===== config.mk =====
export PLATFORM = sky130hd
export DESIGN_NAME = pgw_top
export DESIGN_NICKNAME = d
export VERILOG_FILES = /design/src/rtl/pgw_pkg.sv /design/src/rtl/pgw_ent_addr.sv /design/src/rtl/pgw_entry_dec.sv /design/src/rtl/pgw_ctrl.sv /design/src/rtl/pgw_top.sv
export SDC_FILE = /design/constraint.sdc
export NUM_CORES = 1
export LEC_CHECK = 0
export BUFFER_PORTS_ARGS = -buffer_cell sky130_fd_sc_hd__buf_2
export CORE_MARGIN = 3
export CORE_UTILIZATION = 39
export DETAILED_ROUTE_END_ITERATION = 12
export PLACE_DENSITY = 0.77
export SYNTH_ARGS = -nofsm -noshare
export SYNTH_HDL_FRONTEND = slang
export SYNTH_SLANG_ARGS = --single-unit

===== constraint.sdc =====
create_clock -name clk -period 3.9 [get_ports clk]
set_input_delay 0.78 -clock clk [delete_from_list [all_inputs] [get_ports clk]]
set_output_delay 0.78 -clock clk [all_outputs]
set_load 0.01 [all_outputs]

===== src/rtl/pgw_pkg.sv =====
package pgw_pkg;
   typedef enum logic [2:0] {
      ST_IDLE,
      ST_READ_L1,
      ST_READ_L2,
      ST_DONE,
      ST_FAULT
   } pgw_state_e;

   localparam logic LVL_ROOT   = 1'b0;
   localparam logic LVL_SECOND = 1'b1;
endpackage


===== src/rtl/pgw_ent_addr.sv =====
// Forms the byte address of one table entry from a table frame and an index.
module pgw_ent_addr #(
   parameter int PA_W        = 32,
   parameter int FR_W        = 20,
   parameter int IDX_W       = 10,
   parameter int OFF_W       = 12,
   parameter int ENTRY_BYTES = 4
) (
   input  logic [FR_W-1:0]  tbl_frame,
   input  logic [IDX_W-1:0] idx,
   output logic [PA_W-1:0]  ent_addr
);
   localparam int ESH = $clog2(ENTRY_BYTES);

   logic [PA_W-1:0] base_w;
   logic [PA_W-1:0] slot_w;

   assign base_w   = {tbl_frame, {OFF_W{1'b0}}};
   assign slot_w   = PA_W'(idx) << ESH;
   assign ent_addr = base_w | slot_w;
endmodule


===== src/rtl/pgw_entry_dec.sv =====
// Splits a table entry into its present flag and frame number.
module pgw_entry_dec #(
   parameter int ENT_W = 32,
   parameter int OFF_W = 12,
   parameter int FR_W  = 20
) (
   input  logic [ENT_W-1:0] ent,
   output logic             present,
   output logic [FR_W-1:0]  frame
);
   logic unused_bits;

   assign present     = ent[0];
   assign frame       = ent[OFF_W +: FR_W];
   assign unused_bits = ^ent[OFF_W-1:1];
endmodule


===== src/rtl/pgw_ctrl.sv =====
// Walk sequencer: one read per level, request held until acknowledged.
module pgw_ctrl
   import pgw_pkg::*;
(
   input  logic       clk,
   input  logic       rst_n,
   input  logic       start,
   input  logic       mem_ack,
   input  logic       mem_rsp,
   input  logic       ent_present,
   output pgw_state_e state,
   output logic       issue,
   output logic       take_l1,
   output logic       take_l2,
   output logic       flt,
   output logic       flt_lvl
);
   pgw_state_e state_d;
   logic       issued_q;
   logic       issued_d;
   logic       reading;

   always_ff @(posedge clk) begin
      if (!rst_n) begin
         state    <= ST_IDLE;
         issued_q <= 1'b0;
      end else begin
         state    <= state_d;
         issued_q <= issued_d;
      end
   end

   assign reading = (state == ST_READ_L1) || (state == ST_READ_L2);
   assign issue   = reading && !issued_q;

   always_comb begin
      state_d  = state;
      issued_d = issued_q;
      take_l1  = 1'b0;
      take_l2  = 1'b0;
      flt      = 1'b0;
      flt_lvl  = LVL_ROOT;
      case (state)
         ST_IDLE: begin
            if (start) begin
               state_d  = ST_READ_L1;
               issued_d = 1'b0;
            end
         end
         ST_READ_L1: begin
            if (issue && mem_ack) begin
               issued_d = 1'b1;
            end else if (issued_q && mem_rsp) begin
               if (ent_present) begin
                  take_l1  = 1'b1;
                  issued_d = 1'b0;
                  state_d  = ST_READ_L2;
               end else begin
                  flt      = 1'b1;
                  flt_lvl  = LVL_ROOT;
                  issued_d = 1'b0;
                  state_d  = ST_FAULT;
               end
            end
         end
         ST_READ_L2: begin
            if (issue && mem_ack) begin
               issued_d = 1'b1;
            end else if (issued_q && mem_rsp) begin
               issued_d = 1'b0;
               if (ent_present) begin
                  take_l2 = 1'b1;
                  state_d = ST_DONE;
               end else begin
                  flt     = 1'b1;
                  flt_lvl = LVL_SECOND;
                  state_d = ST_FAULT;
               end
            end
         end
         ST_DONE:  state_d = ST_IDLE;
         ST_FAULT: state_d = ST_IDLE;
         default:  state_d = ST_IDLE;
      endcase
   end
endmodule


===== src/rtl/pgw_top.sv =====
module pgw_top
   import pgw_pkg::*;
#(
   parameter int VA_W        = 32,
   parameter int PA_W        = 32,
   parameter int L1_W        = 10,
   parameter int L2_W        = 10,
   parameter int OFF_W       = 12,
   parameter int ENTRY_BYTES = 4,
   parameter int ENT_W       = 32,
   parameter logic [PA_W-OFF_W-1:0] ROOT_RESET = '0
) (
   input  logic                  clk,
   input  logic                  rst_n,
   input  logic                  root_we,
   input  logic [PA_W-OFF_W-1:0] root_frame_in,
   input  logic                  req_valid,
   input  logic [VA_W-1:0]       req_vaddr,
   output logic                  req_ready,
   output logic                  mem_req_valid,
   output logic [PA_W-1:0]       mem_req_addr,
   input  logic                  mem_req_ready,
   input  logic                  mem_rsp_valid,
   input  logic [ENT_W-1:0]      mem_rsp_data,
   output logic                  done_valid,
   output logic [PA_W-1:0]       done_paddr,
   output logic                  fault_irq,
   output logic [VA_W-1:0]       fault_vaddr,
   output logic                  fault_level
);
   localparam int FR_W = PA_W - OFF_W;
   localparam int IW   = (L1_W > L2_W) ? L1_W : L2_W;
   localparam int NLVL = 2;

   generate
      if (VA_W != L1_W + L2_W + OFF_W) begin : g_bad_split
         $error("virtual address width must equal both index widths plus offset");
      end
      if (ENT_W != 8 * ENTRY_BYTES) begin : g_bad_entry
         $error("entry width must match entry byte count");
      end
      if ((ENTRY_BYTES & (ENTRY_BYTES - 1)) != 0) begin : g_bad_pow2
         $error("entry byte count must be a power of two");
      end
      if (ENT_W < OFF_W + FR_W) begin : g_bad_frame
         $error("entry too narrow for a frame number");
      end
      if (((1 << IW) * ENTRY_BYTES) > (1 << OFF_W)) begin : g_bad_fit
         $error("a table must fit in one frame");
      end
   endgenerate

   pgw_state_e          state;
   logic                issue;
   logic                take_l1;
   logic                take_l2;
   logic                flt;
   logic                flt_lvl;
   logic                start;
   logic                ent_present;
   logic [FR_W-1:0]     ent_frame;
   logic [FR_W-1:0]     root_q;
   logic [VA_W-1:0]     va_q;
   logic [FR_W-1:0]     l2_tbl_q;
   logic [PA_W-1:0]     pa_q;
   logic                lvl_q;
   logic [FR_W-1:0]     tbl_frame [NLVL];
   logic [IW-1:0]       tbl_idx   [NLVL];
   logic [PA_W-1:0]     lvl_addr  [NLVL];

   assign req_ready = (state == ST_IDLE);
   assign start     = req_valid && req_ready;

   always_ff @(posedge clk) begin
      if (!rst_n) begin
         root_q <= ROOT_RESET;
      end else if (root_we) begin
         root_q <= root_frame_in;
      end
   end

   always_ff @(posedge clk) begin
      if (!rst_n) begin
         va_q     <= '0;
         l2_tbl_q <= '0;
         pa_q     <= '0;
         lvl_q    <= LVL_ROOT;
      end else begin
         if (start) begin
            va_q <= req_vaddr;
         end
         if (take_l1) begin
            l2_tbl_q <= ent_frame;
         end
         if (take_l2) begin
            pa_q <= {ent_frame, va_q[OFF_W-1:0]};
         end
         if (flt) begin
            lvl_q <= flt_lvl;
         end
      end
   end

   assign tbl_frame[0] = root_q;
   assign tbl_frame[1] = l2_tbl_q;
   assign tbl_idx[0]   = IW'(va_q[VA_W-1 -: L1_W]);
   assign tbl_idx[1]   = IW'(va_q[OFF_W +: L2_W]);

   generate
      for (genvar g = 0; g < NLVL; g++) begin : g_lvl
         pgw_ent_addr #(
            .PA_W        (PA_W),
            .FR_W        (FR_W),
            .IDX_W       (IW),
            .OFF_W       (OFF_W),
            .ENTRY_BYTES (ENTRY_BYTES)
         ) i_addr (
            .tbl_frame (tbl_frame[g]),
            .idx       (tbl_idx[g]),
            .ent_addr  (lvl_addr[g])
         );
      end
   endgenerate

   pgw_entry_dec #(
      .ENT_W (ENT_W),
      .OFF_W (OFF_W),
      .FR_W  (FR_W)
   ) i_dec (
      .ent     (mem_rsp_data),
      .present (ent_present),
      .frame   (ent_frame)
   );

   pgw_ctrl i_ctrl (
      .clk         (clk),
      .rst_n       (rst_n),
      .start       (start),
      .mem_ack     (mem_req_ready),
      .mem_rsp     (mem_rsp_valid),
      .ent_present (ent_present),
      .state       (state),
      .issue       (issue),
      .take_l1     (take_l1),
      .take_l2     (take_l2),
      .flt         (flt),
      .flt_lvl     (flt_lvl)
   );

   assign mem_req_valid = issue;
   assign mem_req_addr  = (state == ST_READ_L2) ? lvl_addr[1] : lvl_addr[0];
   assign done_valid    = (state == ST_DONE);
   assign done_paddr    = pa_q;
   assign fault_irq     = (state == ST_FAULT);
   assign fault_vaddr   = va_q;
   assign fault_level   = lvl_q;
endmodule


## Yosys cells after proc, flatten, opt, wreduce, memory -nomap -nowiden

Cells that the tools add are included.
W data, S select, Z words.

| operators by class | value |
|---|---|
| bitwise gates (word level) | 2 |
| eq/ne operators | 10 |
| multiplexer cells | 23 |
| reductions and logical operators | 11 |

Operator list:

| operator | number |
|---|---|
| $or A32 B12 Y32 | 2 |
| $mux W32 | 1 |
| $mux W3 | 7 |
| $mux W1 | 13 |
| $pmux W3 S3 | 1 |
| $eq A3 B2 Y1 const B | 2 |
| $ne A2 B2 Y1 const B | 3 |
| $reduce_and A5 Y1 | 1 |
| $logic_and A1 B1 Y1 | 4 |
| $ne A2 B1 Y1 const B | 2 |
| $eq A3 B1 Y1 const B | 1 |
| $eq A3 B3 Y1 const B | 1 |
| $logic_not A3 Y1 | 1 |
| $ne A3 B1 Y1 const B | 1 |
| $reduce_and A3 Y1 | 1 |
| $pmux W1 S2 | 1 |
| $reduce_bool A2 Y1 | 1 |
| $reduce_or A2 Y1 | 1 |
| $logic_not A1 Y1 | 1 |
| $logic_or A1 B1 Y1 | 1 |

| word-level totals | value |
|---|---|
| bits in registers | 109 |
| output and inout port bits | 101 |
| input port bits | 90 |
| word-level logic and storage cells | 53 |

## Logic depth before layout (Yosys ltp)

Gate-level depths: netlist of run 1.

| depth | value |
|---|---|
| depth after elaboration | 6 |
| gate-level depth with buffers | 5 |

## Hierarchy

Synthesis of run 1 repeated with hierarchy kept, for this count alone.

| second synthesis, totals | value |
|---|---|
| cells, all modules | 537 |
| area total of the unflattened synthesis | 5401.4 sq um |

Modules (own cells, without submodules):

| module | cells each | times used | sequential area each (sq um) | area an instance (sq um) |
|---|---|---|---|---|
| pgw_top | 415 | 1 | 2102.0 | 4449.3 |
| pgw_ent_addr | 33 | 2 | 0.0 | 244.0 |
| pgw_ctrl | 35 | 1 | 80.1 | 306.5 |
| pgw_entry_dec | 21 | 1 | 0.0 | 157.7 |

## Least setup slack after synthesis of run 1

OpenSTA, ideal clock, no wires.

| timing | value |
|---|---|
| path kind | reg-to-output |
| from | register i_ctrl.state[2] |
| to | output mem_req_addr[31] |
| data arrival time | 1.331 ns |
| data required time | 3.120 ns |
| stages on the path, launching flop included | 5 |
| path slack | 1.789 ns |
| cells stage by stage | dfxtp_1 > buf_2 > nor3b_2 > buf_2 > mux2_1 |

| on the way | value |
|---|---|
| word-level cells in the longest chain between the ends | 2 |

Ends and longest elaborated chain:

| element | line | RTL |
|---|---|---|
| start, declared | pgw_ctrl.sv:11 | `output pgw_state_e state,` |
| start signal, assigned | pgw_ctrl.sv:28 | `state <= state_d;` |
| $eq A3 B2 Y1 | pgw_top.sv:151 | `assign mem_req_addr = (state == ST_READ_L2) ? lvl_addr[1] : lvl_addr[0];` |
| $mux W32 | pgw_top.sv:151 |  |
| end, declared | pgw_top.sv:21 | `output logic [PA_W-1:0] mem_req_addr,` |

No other way between the ends.

## Worst setup path in the final report of run 1

| timing | value |
|---|---|
| from | register i_ctrl.state[1] |
| to | output mem_req_addr[31] |

Same word-level chain as after synthesis.

==> results of run 1 <==
## layout make-up
| cell class | count | area, sq um |
|---|---|---|
| flip-flops and latches | 109 | 2182 |
| clock buffers | 10 | 229.0 |
| multi-input cells | 335 | 2215 |
| inverters | 1 | 3.754 |
| fillers | 1088 | 5867 |
| clock inverters | 5 | 28.78 |
| repair buffers | 183 | 958.4 |
| well taps | 143 | 178.9 |
## state kept, by name, indices dropped and copies added, names as in the netlist
| signal | flops |
|---|---|
| done_paddr | 32 |
| fault_vaddr | 32 |
| i_ctrl.issued_q | 1 |
| l2_tbl_q | 20 |
| i_ctrl.state | 3 |
| fault_level | 1 |
| root_q | 20 |
## report_power, final
part | total [mW] | internal, mW | switching [mW] | leakage, nW
clock network | 0.809 | 0.426 | 0.382 | 0.132
logic | 0.243 | 0.112 | 0.131 | 1.61
registers | 1.18 | 1.15 | 0.0266 | 0.887
## worst max-delay path, stage by stage, from the launching register on
cell     delay [ps]
dfxtp_1         560
nor3b_4         700
buf_12          260
mux2_1          360
buf_2           150
## worst paths after layout
kind              depth (start not counted)                to  slack, ps             from
setup reg to reg                          4    done_paddr[13]       1750  i_ctrl.state[1]
hold reg to reg                           2    done_paddr[28]        460   done_paddr[28]
setup / recovery                          4  mem_req_addr[31]        740  i_ctrl.state[1]
hold / removal                            2    done_paddr[28]        460   done_paddr[28]
## routing by layer
metal,part of all wire (%),vias to the layer above,GRT usage [%]
met2,51,127,30.38
met4,1.4,2,4.795
li1,-,1893,-
met5,0.11,-,0
met3,6.5,16,6.425
met1,41,1741,18.10
## logic make-up after synthesis
logic type,after synthesis,share of synthesized area [%]
AOI/OAI and AO/OA,38,6.026
xor gates and xnor gates,1,0.1850
buffers and inverters,58,7.346
DFF,109,46.09
muxes,102,22.36
other,1,0.07921
and+or+nand+nor,192,17.92
## placed cells by master, fill, tap and decap left out, types with 2 or more instances in the layout
master,netlist,routed
buf_2,11,176
a21boi_0,21,21
clkinv_2,0,4
mux2i_1,72,72
nor2b_1,14,14
nand3_1,2,2
nor2_1,9,9
buf_12,0,2
a21boi_1,11,11
clkbuf_16,0,9
nand3b_1,2,2
dfxtp_1,109,109
nand2b_1,3,3
conb_1,1,2
mux2_2,29,29
nand2_1,150,150
buf_4,25,5
and3b_1,2,2
## through the flow
stage          setup WS, ps  hold slack (ps)  instances  cell area [sq um]
4_1_cts               699.0            456.2        786               5796
3_3_place_gp           1101            439.7        771               5538
3_5_place_dp           1084            444.8        771               5538
6_report              739.8            455.4        786               5796
5_1_grt               602.7            475.4        786               5796
2_1_floorplan          1789            431.3        502               4738
## cells in the mapped netlist, types with 2 or more instances
| cell type | number | area [sq um] |
|---|---|---|
| nand2_1 | 150 | 563.0 |
| a21boi_0 | 21 | 157.7 |
| nor2_1 | 9 | 33.78 |
| nand2b_1 | 3 | 18.77 |
| dfxtp_1 | 109 | 2182 |
| buf_4 | 25 | 187.7 |
| mux2i_1 | 72 | 720.7 |
| buf_6 | 3 | 33.78 |
| nand3b_1 | 2 | 15.01 |
| and3b_1 | 2 | 17.52 |
| nand3_1 | 2 | 10.01 |
| nor2b_1 | 14 | 87.58 |
| mux2_2 | 29 | 326.6 |
| a21boi_1 | 11 | 82.58 |
| buf_2 | 11 | 55.05 |
| clkbuf_1 | 17 | 63.81 |
==> flow_summary.toml, run 1 <==
[timing]
drv_slew = 0
finClkSkew_ps = 6.203
setup_violations = 0
fin_crit_sh_pct = 81.03
rsz0062_at_grt = "no"
tns_ps = 0
hold_violations = 0
fin_crit_ps = 3160
tightest_slew_ps = 1113
slew_headroom_pct = 25.82
fmax_ghz = 0.3164

[synthesis]
syn_avg_cell_area_sq_um = 9.450
synth.distinct_cells = 37
ys_warn_count = 0
async_reset_ff_share_pct = 0
ys.flop_type = "dfxtp_1"
ys_ff_latch = 109
synthCells = 501
synth_area_sq_um = 4735
synth_edf_count = 0
yosysSeqAreaShare_pct = 46.09

[finish]
diodes = 0
syn_to_final_growth_pct = 22.41
drive_gt1_share_pct = 35.77
fin_nets = 729
final_core_util_pct = 49.69

[clock_tree]
worstSkewPairLatency_ps = 340
hold_buffers = 0
postCtsSetupBuffers = 0
cts_buffer_depth = 2
numCtsBuffers = 9
path_clk_slew_ps = 70
tritoncts = "built"
htreeDepth = 3
cts_resized = 0
clock_sinks = 109
clock_tree.root_cell = "clkbuf_16"

[grt]
grt_pass1_wl_mm = 17.90
grtUsageTotal_pct = 16.73
antenna_found_initial = 1
grt_overflow = 0
grt_max_degree = 51
grt_pass1_vias = 3835

[drt]
final_antenna_net_count = 0
drt-wirelength-per-cell_um = 14.60
first_iter_violations = 149
drt-pass1-iter-count = 6
vias = 3779
drc = 0
routed_wl_mm = 11.48
viasPerCell = 4.808

[floorplanning]
die_w_um = 116.2
initial_utilization_pct = 40.60
die_y_um = 116.2
io_pins = 191
dieArea_sq_um = 13500
core_sq_um = 11660
rows = 39

[hold_path]
hp-class = "flop to flop"

[pwr]
p_leak_nw = 2.631
p_per_area_nw_per_um2 = 384.2
power_mw = 2.227
irDropWorstVdd_uv = 291.1

[place]
portBuffers = 177
dp_hpwl_mm = 8.536
globalplace.congestion = 0.7977

[worst_setup_path]
cp-start-kind = "flop"
end_kind = "output pin"
critPathRequiredTime_ps = 3120
worstSetupPathType = "flop to output pin"
crit_arrival_ps = 2380
critPathMaxFanout = 21

[outcome]
outcome = "complete, no violations"

[flow_run]
drv_cap = 0
No activity file was read; power rests on OpenSTA's default activity.
==> inputs of run 2 (changes only) <==
- ABC_AREA: not set -> 1
- clock period: 3.9 -> 2.95 ns (I/O delays scaled with it)
==> flow_summary.toml, run 2 <==
[clock_tree]
path_clk_slew_ps = 80
tritoncts = "built"
clock_tree.root_cell = "clkbuf_16"
clock_sinks = 109
cts_buffer_depth = 2
htreeDepth = 3
postCtsSetupBuffers = 0
cts_resized = 0
hold_buffers = 0
worstSkewPairLatency_ps = 340
numCtsBuffers = 9

[grt]
grtUsageTotal_pct = 17.33
antenna_found_initial = 0
grt_max_degree = 70
grt_overflow = 0
grt_pass1_vias = 3875
grt_pass1_wl_mm = 18.28

[finish]
multiInputGateArea_sq_um = 1777
diodes = 0
fin_nets = 823
n_fill_cell = 1085
register_area_sq_um = 2182
final_common_cell = "buf_2"
syn_to_final_growth_pct = 23.84
final_core_util_pct = 50.20
drive_gt1_share_pct = 29.13
final_cell_mix = "buf_2 (177), nor2_1 (124), dfxtp_1 (109)"

[timing]
fmax_ghz = 0.4051
tns_ps = 0
drv_slew = 0
tightest_slew_ps = 859.2
setup_ws_ps = 481.2
fin_crit_ps = 2469
finClkSkew_ps = 5.748
fin_crit_sh_pct = 83.69
hold_violations = 0
rsz0062_at_grt = "no"
slew_headroom_pct = 42.52
setup_violations = 0

[synthesis]
synth_top_family_by_area = "simple AND/OR/NAND/NOR gates"
synth.distinct_cells = 22
ys_ff_latch = 109
synthMuxAreaShare_pct = 0
yosys.area_share.simple_pct = 21.54
async_reset_ff_share_pct = 0
synth_top_area_cell = "dfxtp_1"
yosysSeqAreaShare_pct = 48.80
synthTopCellsByArea = "dfxtp_1 (49%), nor2_1 (10%), o21ai_0 (10%)"
synth_compound_area_share_pct = 18.02
synth_fa_ha_area_share_pct = 0
synth_edf_count = 0
synthCells = 601
synth_xor_area_share_pct = 0
ys_warn_count = 0
syn_avg_cell_area_sq_um = 7.441
ys.flop_type = "dfxtp_1"
yosysMostFrequentCell = "nor2_1"
synthTopCellsByCount = "nor2_1 (124), dfxtp_1 (109), nand2_1 (91), o21ai_0 (91), a21oi_1 (42)"
netlist.area_leader.share_pct = 48.80
synth_area_sq_um = 4472

[drt]
final_antenna_net_count = 0
drt-wirelength-per-cell_um = 12.78
drt-pass1-iter-count = 4
viasPerCell = 4.650
routed_wl_mm = 11.22
first_iter_violations = 280
vias = 4083
drc = 0

[hold_path]
min_from = "root_frame_in[0]"
min_to = "root_q[0]"
hold_depth = 3
hp-class = "primary input to flop"

[worst_setup_path]
end_kind = "output pin"
reg2reg_setup_slack_ps = 1120
worstSetupPathType = "flop to output pin"
r2r-start = "i_ctrl.state[0]"
rr_worst_depth = 7
r2r_end = "done_paddr[28]"
cp-start-kind = "flop"
critPathMaxFanout = 23
crit_arrival_ps = 1880
critPathRequiredTime_ps = 2360

[pwr]
p_per_area_nw_per_um2 = 611.0
p_leak_nw = 2.815
power_mw = 3.384
irDropWorstVdd_uv = 320.9

[floorplanning]
die_w_um = 113.1
dieArea_sq_um = 12790
core_sq_um = 11030
io_pins = 191
rows = 38
initial_utilization_pct = 40.54
die_y_um = 113.1

[place]
dp_hpwl_mm = 7.930
pre_cts_slack_ps = 863.3
portBuffers = 177
globalplace.congestion = 0.8221

[flow_run]
drv_cap = 0

[outcome]
outcome = "complete, no violations"
run 2: cell types whose count changed after synthesis, sizes merged, moves of 30 or more:
cell	change
a21oi	+49
o21ai	+105
inv	+34
nand2	-56
mux2	-30
a21boi	-32
mux2i	-72
nor2	+118
run 2: kinds of logic after synthesis:
kind of cell,count (synthesis)
flops,109
simple gates,239
other cells,1
buf+inv,97
compound gates,155
run 2: how the worst max path moves through the flow:
stage	to	cells after the start	startpoint
after floorplan	mem_req_addr[10]	5	i_ctrl.state[0]
after global placement	mem_req_valid	7	i_ctrl.state[0]
after detailed placement	mem_req_valid	7	i_ctrl.state[0]
after CTS	mem_req_valid	7	i_ctrl.state[0]
after global routing	mem_req_addr[30]	6	i_ctrl.state[0]
final	mem_req_addr[14]	6	i_ctrl.state[0]
run 2: metrics by stage:
step | area [sq um] | std cells | hold WS (ps)
2_1_floorplan | 4476 | 602 | 439.3
3_3_place_gp | 5201 | 862 | 457.4
3_5_place_dp | 5201 | 862 | 461.6
4_1_cts | 5538 | 878 | 454.1
5_1_grt | 5538 | 878 | 457.6
6_report | 5538 | 878 | 463.2
run 2: area by class of cell:
cell class | count | area share, %
multi-input combinational | 396 | 32.08
sequential | 109 | 39.40
inverter | 35 | 2.372
timing repair buffer | 182 | 16.90
clock inverter | 7 | 2.011
tap | 140 | 3.163
clock buffer | 9 | 4.067
run 2: critical path, cell delays in order (launching register included):
cell,delay (ps)
dfxtp_1,410
nor2_2,130
nand2_2,60
inv_1,530
nand2_1,160
nand2_1,110
buf_2,130
run 2: where the power goes:
part           leakage [nW]  internal, mW  switching (mW)
logic                  1.76         0.177           0.270
registers             0.890          1.55          0.0474
clock network         0.164         0.764           0.575
total                  2.81          2.49           0.893
run 2: layer usage:
layer	global-route usage (%)	vias up	wire, um
met5	0	-	0
met4	5.609	0	227
met3	4.652	20	912
met2	28.16	164	5058
met1	22.44	1741	5020
li1	-	2158	-
==> inputs of run 3 (changes only) <==
- PLACE_DENSITY: 0.77 -> 0.8
- clock period: 2.95 -> 2.2 ns (I/O delays scaled with it)
==> flow_summary.toml, run 3 (synthesized netlist as in run 2, its figures left out) <==
[worst_setup_path]
worstSetupPathType = "flop to output pin"
critPathMaxFanout = 23
critPathRequiredTime_ps = 1760
critPathMaxStageDelay_ps = 380
cp-start-kind = "flop"
crit_buf_inv = 3
crit_family = "simple AND/OR/NAND/NOR gates"
crit_arrival_ps = 1630
cpMaxStageDelayCell = "dfxtp_1"
worstPathCellList = "nor2_4 > nand2_4 > inv_1 > buf_8 > nand2_1 > nand2_1 > buf_2"
end_kind = "output pin"
cpMostUsedCell = "nand2_1"

[clock_tree]
postCtsSetupBuffers = 0
cts_buffer_depth = 2
tritoncts = "built"
clock_sinks = 109
worstSkewPairLatency_ps = 340
clock_tree.root_cell = "clkbuf_16"
hold_buffers = 0
path_clk_slew_ps = 70
numCtsBuffers = 9
htreeDepth = 3

[grt]
antenna_found_initial = 0
grt_pass1_wl_mm = 18.20
grt_overflow = 0
grt_pass1_vias = 3731
grt_max_degree = 61
grtUsageTotal_pct = 17.36

[flow_run]
drv_cap = 0

[pwr]
irDropWorstVdd_uv = 645.8
p_per_area_nw_per_um2 = 803.6
power_mw = 4.508
p_leak_nw = 2.846

[drt]
drc = 0
drt-wirelength-per-cell_um = 12.84
drt-pass1-iter-count = 4
viasPerCell = 4.611
first_iter_violations = 200
final_antenna_net_count = 0
routed_wl_mm = 11.32
vias = 4062

[place]
postPlaceCellArea_sq_um = 5261
pre_cts_slack_ps = 295.7
placed_cells = 865
dp_hpwl_mm = 8.114
globalplace.congestion = 0.8355
portBuffers = 177

[floorplanning]
initial_utilization_pct = 40.54
rows = 38
core_sq_um = 11030
die_w_um = 113.1
io_pins = 191
dieArea_sq_um = 12790
die_y_um = 113.1

[finish]
n_fill_cell = 1061
syn_to_final_growth_pct = 25.46
final_common_cell = "buf_2"
design_area_sq_um = 5610
drive_gt1_share_pct = 29.69
fin_nets = 827
diodes = 0
finalNonFillerCells = 881
final_cell_mix = "buf_2 (177), nor2_1 (124), dfxtp_1 (107)"

[timing]
drv_slew = 0
tightest_slew_ps = 586.1
fmax_ghz = 0.4830
slew_headroom_pct = 60.89
tns_ps = 0
setup_violations = 0
hold_violations = 0
fin_crit_sh_pct = 94.12
fin_crit_ps = 2071
setup_ws_ps = 129.4
finClkSkew_ps = 7.316

[outcome]
outcome = "complete, no violations"

[hold_path]
hp-class = "primary input to flop"
run 3: changes by cell type in the layout (fill, tap and decap cells not counted), sizes merged:
| cell | delta |
|---|---|
| clkinvlp | +1 |
| inv | -3 |
| clkbuf | +1 |
| nand2 | +1 |
| buf | +3 |
run 3: final cells by class:
cell class / count / area (sq um) / share of cell area, %
Tap cell: 140 / 175.2 / 3.122
Timing Repair Buffer: 185 / 1003 / 17.89
Multi-Input combinational cell: 397 / 1793 / 31.96
Inverter: 35 / 131.4 / 2.342
Clock inverter: 5 / 83.83 / 1.494
Clock buffer: 10 / 239.0 / 4.260
Sequential cell: 109 / 2185 / 38.94
run 3: per-layer routing:
layer / global-route usage (%) / up-vias / part of all wire, %
li1: - / 2160 / -
met1: 22.11 / 1743 / 44
met2: 28.08 / 146 / 46
met3: 5.668 / 13 / 8.1
met4: 5.288 / 0 / 1.3
met5: 0 / - / 0
run 3: final timing paths:
path	cells after the start	start	to	slack, ps
max	7	i_ctrl.state[2]	mem_req_addr[14]	130
min	3	root_frame_in[4]	root_q[4]	320
max reg2reg	7	i_ctrl.state[2]	done_paddr[0]	570
min reg2reg	2	fault_vaddr[3]	fault_vaddr[3]	470
run 3: what timing repair did:
action                     CTS  global route
cloned                       0             1
gates resized for setup      1             5
setup endpoints to repair   20            20
run 3: per-stage QoR:
step	hold slack, ps	util [%]
floorplan	439.3	-
global placement	456.8	47.70
detailed placement	457.3	47.70
CTS	307.1	50.67
global route	318.4	50.86
finish	319.8	50.86
run 3: tightest hold or removal path: cells and delay by family:
family / cells / cell delay [ps]
buffers and inverters: 1 / 70
AND/OR/NAND/NOR: 2 / 110
run 3: where the power goes:
part	switching [mW]	internal, mW
logic	0.375	0.253
registers	0.0665	2.08
clock network	0.706	1.03
total	1.15	3.36
